### config.mk
export PLATFORM = sky130hd
export DESIGN_NAME = stage_slice_tracker
export DESIGN_NICKNAME = d
export VERILOG_FILES = /design/src/rtl/slice_pkg.sv /design/src/rtl/slice_ctrl.sv /design/src/rtl/slice_path.sv /design/src/rtl/stage_slice_tracker.sv
export SDC_FILE = /design/constraint.sdc
export NUM_CORES = 1
export LEC_CHECK = 0
export BUFFER_PORTS_ARGS = -buffer_cell sky130_fd_sc_hd__buf_2
export CORE_AREA = 2 2 39 41
export CTS_CLUSTER_SIZE = 12
export DETAILED_ROUTE_END_ITERATION = 10
export DIE_AREA = 0 0 41 43
export PLACE_DENSITY_LB_ADDON = 0.2
export SYNTH_ARGS = -nofsm -noshare
export SYNTH_HDL_FRONTEND = slang
export SYNTH_SLANG_ARGS = --single-unit
### constraint.sdc
create_clock -name clk -period 0.9 [get_ports clk]
set_input_delay 0.18 -clock clk [delete_from_list [all_inputs] [get_ports clk]]
set_output_delay 0.18 -clock clk [all_outputs]
set_load 0.01 [all_outputs]
### src/rtl/slice_pkg.sv
package slice_pkg;

  // Pipeline depth tracked by the block
  parameter int STAGES = 5;

  typedef enum logic [2:0] {
    ST_FETCH  = 3'd0,
    ST_DECODE = 3'd1,
    ST_EXEC   = 3'd2,
    ST_MEM    = 3'd3,
    ST_WB     = 3'd4
  } stage_e;

  // Strobes from the control half to the flag chain
  typedef struct packed {
    logic              clear;             // synchronous reset of held state
    logic              enter;             // qualified opcode hit at fetch
    logic [STAGES-1:1] keep;              // per-stage pass permission
  } slice_strobe_t;

endpackage

### src/rtl/slice_ctrl.sv
module slice_ctrl
  import slice_pkg::*;
#(
  parameter int              WORD_W   = 32,
  parameter int              OP_LSB   = 26,
  parameter int              OP_W     = 6,
  parameter logic [OP_W-1:0] OP_MATCH = 6'b111000,
  parameter logic [OP_W-1:0] OP_MASK  = 6'b111111
) (
  input  logic              rst,
  input  logic [WORD_W-1:0] instrWord,
  input  logic              flushPipe,
  input  logic [STAGES-1:0] freezeIn,
  output slice_strobe_t     strobes
);

  localparam int OP_MSB = OP_LSB + OP_W - 1;

  logic [OP_W-1:0] opField;
  logic            opHit;
  logic            unusedLowBits;

  assign opField       = instrWord[OP_MSB:OP_LSB];
  assign unusedLowBits = ^instrWord[OP_LSB-1:0];
  assign opHit         = ((opField & OP_MASK) == (OP_MATCH & OP_MASK));

  always_comb begin
    strobes.clear = rst;
    strobes.enter = opHit & ~rst & ~flushPipe & ~freezeIn[ST_FETCH];
    for (int k = 1; k < STAGES; k++) begin
      strobes.keep[k] = ~rst & ~freezeIn[k];
    end
  end

endmodule

### src/rtl/slice_path.sv
module slice_path
  import slice_pkg::*;
(
  input  logic              clk,
  input  slice_strobe_t     strobes,
  output logic [STAGES-1:0] stageHit,
  output logic [STAGES-1:0] outEnable
);

  // heldFlag[k] is the previous stage's flag, captured one clock earlier
  logic [STAGES-1:1] heldFlag;

  assign stageHit[ST_FETCH] = strobes.enter;

  generate
    for (genvar k = 1; k < STAGES; k++) begin : g_stage
      always_ff @(posedge clk) begin
        if (strobes.clear) heldFlag[k] <= 1'b0;
        else               heldFlag[k] <= stageHit[k-1];
      end
      assign stageHit[k] = heldFlag[k] & strobes.keep[k];
    end
  endgenerate

  assign outEnable = ~stageHit;

endmodule

### src/rtl/stage_slice_tracker.sv
module stage_slice_tracker
  import slice_pkg::*;
#(
  parameter int              WORD_W   = 32,
  parameter int              OP_LSB   = 26,
  parameter int              OP_W     = 6,
  parameter logic [OP_W-1:0] OP_MATCH = 6'b111000,
  parameter logic [OP_W-1:0] OP_MASK  = 6'b111111
) (
  input  logic              clk,
  input  logic              rst,
  input  logic [WORD_W-1:0] instrWord,
  input  logic              flushPipe,
  input  logic [STAGES-1:0] freezeIn,
  output logic [STAGES-1:0] stageHit,
  output logic [STAGES-1:0] outEnable
);

  slice_strobe_t strobes;

  slice_ctrl #(
    .WORD_W  (WORD_W),
    .OP_LSB  (OP_LSB),
    .OP_W    (OP_W),
    .OP_MATCH(OP_MATCH),
    .OP_MASK (OP_MASK)
  ) ctrl_i (
    .rst      (rst),
    .instrWord(instrWord),
    .flushPipe(flushPipe),
    .freezeIn (freezeIn),
    .strobes  (strobes)
  );

  slice_path path_i (
    .clk      (clk),
    .strobes  (strobes),
    .stageHit (stageHit),
    .outEnable(outEnable)
  );

endmodule

==> results.yml, run 1 <==
global_routing:
  grtUsageTotal: 0.0663
  grt_overflow: 0
  grt_pass1_wl_um: 724
  grt_max_degree: 6
  antenna_found_initial: 0
  first_global_vias: 189
clocking:
  cts_made_buffers: 3
  clock-sinks: 4
  cts_root_buf: "clkbuf_4"
  insertion_delay_ns: 0.23
  clk_pin_slew_ns: 0.04
  cts_max_path_buffers: 2
  tritoncts: "built"
  htreeDepth: 1
sta:
  min_period_ns: 1.08
  slew_headroom: 0.845
  fin_ws_ns: -0.175
  finalCritPeriodShare: 1.19
  fmax_mhz: 930
  drv_slew: 0
  rsz0062_at_grt: "yes"
  hold_viol_final: 0
  setup_viol: 9
  fin_skew_ns: 0.000299
  tns_ns: -0.555
  tightest_slew_ns: 0.231
power:
  power.density_mw_per_mm2: 1070
  power.leakage_nw: 0.200
  ir_drop_v: 0.000640
layout:
  top_regs: "path_i.heldFlag: 4 flops"
  antenna_cells: 0
  finalNonFillerCells: 67
  nets: 93
  final_cell_mix: "buf_2 (17), buf_6 (6), nor2_1 (4), and2_1 (4), dfxtp_2 (4)"
  largest_register: "path_i.heldFlag"
  final_common_cell: "buf_2"
  area_growth_pct: 101
  largest_reg_flops: 4
  postLayoutCellArea_um2: 424
  drive_above_1_share: 0.706
placement:
  placed_area_um2: 347
  preCtsSetupSlack_ns: -0.199
  hpwl_um: 410
  placed_cells: 64
  port_buffers: 23
  routabilityCongestion: 0.619
floorplanning:
  initial_utilization: 0.153
  die_x_um: 41
  boundaryPins: 50
  die_area_mm2: 0.00176
  num_rows: 14
  die_h_um: 43
  core_mm2: 0.00138
detailed_routing:
  drtAntennaViolNets: 0
  drt_iter0_drc: 0
  viasPerCell: 3.82
  dr.pass1.iters: 1
  wl_per_cell_um: 7.31
  vias: 256
  wirelength_um: 490
  drc: 0
worst_setup_path:
  endpoint_kind: "output port"
  critPathMaxStageDelay_ns: 0.29
  cp_max_fo: 3
  critical_path_class: "primary input to output port"
  slowest_stage: "nor4b_4"
  worstPathCellList: "buf_6 -> nor4b_4 -> and4_1 -> buf_2"
  worstPathArrival_ns: 0.90
  critPathLaunchType: "primary input"
  cp.required_ns: 0.72
status:
  status: "finished, violations left"
  failed_checks: "negative setup slack"
worst_hold_path:
  hold_path.class: "primary input to register"
logic_synthesis:
  syn_nets: 65
  synthCells: 25
  syn_area_um2: 211
  ys.warnings.count: 0
  synth_seq_cells: 4
  syn-mean-instance-area_um2: 8.46
  ys_seq_area_frac: 0.379
  ys_types: 8
run:
  cap_violations: 0
## worst paths after layout
| kind | start | to | slack [ns] | cells after the start |
|---|---|---|---|---|
| worst max-delay path | instrWord[28] | stageHit[0] | -0.18 | 4 |
| worst min-delay path | instrWord[31] | path_i.heldFlag[1] | 0.22 | 2 |
| worst max register to register | path_i.heldFlag[1] | path_i.heldFlag[2] | 0.35 | 1 |
| worst min register to register | path_i.heldFlag[2] | path_i.heldFlag[3] | 0.46 | 1 |
## kinds of logic after synthesis
family,share of synthesized area
flops,0.379
simple gates,0.621
## metrics by stage
| stage | utilization | hold WS, ns | total power, mW |
|---|---|---|---|
| after floorplan | - | 0.351 | 0.196 |
| after global placement | 0.250 | 0.465 | 0.231 |
| after detailed placement | 0.250 | 0.462 | 0.231 |
| after CTS | 0.279 | 0.223 | 0.463 |
| after global routing | 0.307 | 0.233 | 0.495 |
| final | 0.307 | 0.224 | 0.453 |
## critical path: cells and delay by family
family	cells	cell delay, ns
AND/OR/NAND/NOR	2	0.49
buffers and inverters	2	0.23
## power by group
| part | internal (mW) | switching [mW] |
|---|---|---|
| registers | 0.178 | 0.0000887 |
| logic | 0.0335 | 0.0243 |
| clock network | 0.149 | 0.0684 |
| total | 0.361 | 0.0928 |
## repair_timing
item,CTS,global route
resized for setup,6,9
cloned,0,0
hold buffers,0,0
endpoints found under the setup margin,10,10
setup buffers,0,0
pin swaps,3,1
## cells in the mapped netlist
| cell | number | area [µm²] |
|---|---|---|
| dfxtp_1 | 4 | 80.1 |
| and4_1 | 2 | 17.5 |
| and2_1 | 7 | 43.8 |
| nor2_1 | 5 | 18.8 |
| nand4_1 | 1 | 6.26 |
| nor2b_1 | 1 | 6.26 |
| nor4b_4 | 1 | 23.8 |
| nand2_1 | 4 | 15.0 |
## metal layers
| metal | GRT usage | up-vias | wire length (µm) |
|---|---|---|---|
| met2 | 0.0750 | 21 | 198 |
| met3 | 0.0785 | 0 | 87 |
| met1 | 0.0772 | 99 | 204 |
| met5 | 0 | - | 0 |
| met4 | 0.0200 | 0 | 0 |
| li1 | - | 136 | - |
## final cells by class
type / count / area (µm²)
clock buffer: 3 / 22.5
fill: 148 / 960
sequential: 4 / 85.1
multi-input combinational: 21 / 144
timing repair buffer: 23 / 153
tap: 16 / 20.0
Power figures use the tool's default switching activity.
==> run 2, diff against run 1 <==
--- a/config.mk
+++ b/config.mk
@@ -5,6 +5,7 @@
 export SDC_FILE = /design/constraint.sdc
 export NUM_CORES = 1
 export LEC_CHECK = 0
+export ABC_AREA = 1
 export BUFFER_PORTS_ARGS = -buffer_cell sky130_fd_sc_hd__buf_2
 export CORE_AREA = 2 2 39 41
 export CTS_CLUSTER_SIZE = 12
==> run 2 against run 1 <==
  * The run still ends with negative setup slack left
  * Utilization rose by 2.9 points
  * Largest cell class unchanged
  * Routed wire length increased by 21%
  * Setup slack better by 0.12 ns
  * Global-route usage up 0.30 points
  * Sequential power is essentially flat
  * Maximum frequency is 13% higher
  * Worst hold slack worse by 0.020 ns
==> results.yml, run 2 <==
sta:
  rsz0062_at_grt: "yes"
  slew_headroom: 0.875
  tightest_slew_ns: 0.186
  min_period_ns: 0.953
  setup_viol: 7
  tns_ns: -0.202
  finalCritPeriodShare: 1.06
  fin_ws_ns: -0.0527
  drv_slew: 0
  fin_skew_ns: 0.00165
  fmax_mhz: 1050
  hold_viol_final: 0
logic_synthesis:
  ys.flop_type: "dfxtp_1"
  synthCells: 34
  ys_seq_area_frac: 0.408
  syn_nets: 74
  syn_area_um2: 196
  synth_top_area_share: 0.408
  ys_async_sr_fraction: 0
  synth_seq_cells: 4
  ys.warnings.count: 0
  syn-mean-instance-area_um2: 5.78
  yosysMostFrequentCell: "inv_1"
  synth_top_area_cell: "dfxtp_1"
  synth_area_leaders: "dfxtp_1 (41%), inv_1 (21%), nor2_1 (17%)"
  synth_edf_count: 0
  ys_types: 6
  synth_common_cells: "inv_1 (11), nor2_1 (9), nand2_1 (8)"
worst_hold_path:
  hold_depth: 4
  hp-start: "instrWord[26]"
  min_to: "path_i.heldFlag[1]"
  hold_path.class: "primary input to register"
floorplanning:
  initial_utilization: 0.142
  die_area_mm2: 0.00176
  num_rows: 14
  die_x_um: 41
  die_h_um: 43
  core_mm2: 0.00138
  boundaryPins: 50
layout:
  multiInputGateArea_um2: 115
  top_regs: "path_i.heldFlag: 4 flops"
  antenna_cells: 0
  final_cell_mix: "buf_2 (16), inv_1 (9), buf_6 (7), nor2_1 (6), nand2_2 (4)"
  seq_area_um2: 83.8
  area_growth_pct: 136
  nets: 105
  fillers: 160
  drive_above_1_share: 0.698
  final_common_cell: "buf_2"
  largest_register: "path_i.heldFlag"
  largest_reg_flops: 4
worst_setup_path:
  timing.rr.start: "path_i.heldFlag[3]"
  r2r-end: "path_i.heldFlag[4]"
  worstPathArrival_ns: 0.77
  critPathLaunchType: "register"
  reg2reg_depth: 3
  critical_path_class: "register to output port"
  cp.required_ns: 0.72
  r2r_slack_ns: 0.29
  endpoint_kind: "output port"
  cp_max_fo: 3
detailed_routing:
  viasPerCell: 3.49
  wirelength_um: 591
  vias: 276
  drc: 0
  wl_per_cell_um: 7.48
  dr.pass1.iters: 2
  drt_iter0_drc: 3
  drtAntennaViolNets: 0
global_routing:
  grtUsageTotal: 0.0693
  grt_overflow: 0
  grt_max_degree: 6
  grt_pass1_wl_um: 759
  first_global_vias: 220
  antenna_found_initial: 0
status:
  failed_checks: "negative setup slack"
  status: "finished, violations left"
run:
  cap_violations: 0
clocking:
  ctsHoldBuffers: 0
  clk_pin_slew_ns: 0.04
  htreeDepth: 1
  cts_made_buffers: 3
  cts_max_path_buffers: 2
  clock-sinks: 4
  insertion_delay_ns: 0.23
  cts_root_buf: "clkbuf_4"
  tritoncts: "built"
power:
  power.density_mw_per_mm2: 1010
  ir_drop_v: 0.000693
  power.leakage_nw: 0.299
placement:
  port_buffers: 23
  preCtsSetupSlack_ns: -0.0698
  hpwl_um: 421
  routabilityCongestion: 0.537
run 2: cell count changes after synthesis:
cell	change
nand2_1	+4
and2_1	-7
and4_1	-2
nor2b_1	-1
nor2_1	+4
nand3_1	+1
nor4b_4	-1
nor2_2	+1
nand4_1	-1
inv_1	+11
run 2: critical path, cell delays in order, from the launching register on:
cell     delay [ns]
dfxtp_2        0.31
nand2_2        0.07
inv_1          0.04
buf_2          0.12
run 2: metrics by stage:
stage	total power, mW	hold slack [ns]	util	cell area [µm²]	cells
after detailed placement	0.229	0.436	0.245	339	74
after floorplan	0.197	0.367	-	196	34
after CTS	0.471	0.204	0.300	415	79
after global routing	0.496	0.232	0.335	464	79
final	0.467	0.204	0.335	464	79
after global placement	0.229	0.439	0.245	339	74
run 2: final cells by class:
type / count / area share
inverters: 11 / 0.0889
flip-flops and latches: 4 / 0.181
clock buffers: 3 / 0.0485
well taps: 16 / 0.0431
multi-input cells: 19 / 0.248
repair buffers: 26 / 0.391
run 2: cell families (layout without fill, tap and decap cells):
group,Yosys count,after routing,synth area share
buffers and inverters,11,40,0.210
DFF,4,4,0.408
and+or+nand+nor,19,19,0.382
run 2: repair_timing:
action	4_1_cts	5_1_grt
gates resized for setup	11	14
setup endpoints to repair	10	10
pin swaps	6	7
setup buffers	2	0
cloned	0	0
run 2: report_power, final:
group          internal [mW]  switching [mW]
sequential             0.178       0.0000743
clock                  0.149          0.0654
combinational         0.0427          0.0317
run 2: worst max path at each step:
| stage | start | end | slack, ns | cells past startpoint |
|---|---|---|---|---|
| final | path_i.heldFlag[3] | stageHit[3] | -0.05 | 3 |
| after global routing | path_i.heldFlag[3] | stageHit[3] | -0.09 | 3 |
| after CTS | path_i.heldFlag[1] | stageHit[1] | -0.06 | 3 |
| after detailed placement | rst | outEnable[0] | -0.07 | 6 |
| after global placement | rst | stageHit[0] | -0.07 | 5 |
| after floorplan | freezeIn[0] | stageHit[0] | 0.16 | 3 |
run 2: per-layer routing:
metal	wire length, µm	GRT usage	up-vias
met5	0	0	-
met3	72	0.0628	0
met4	0	0.0200	0
li1	-	-	152
met2	309	0.106	16
met1	210	0.0643	108
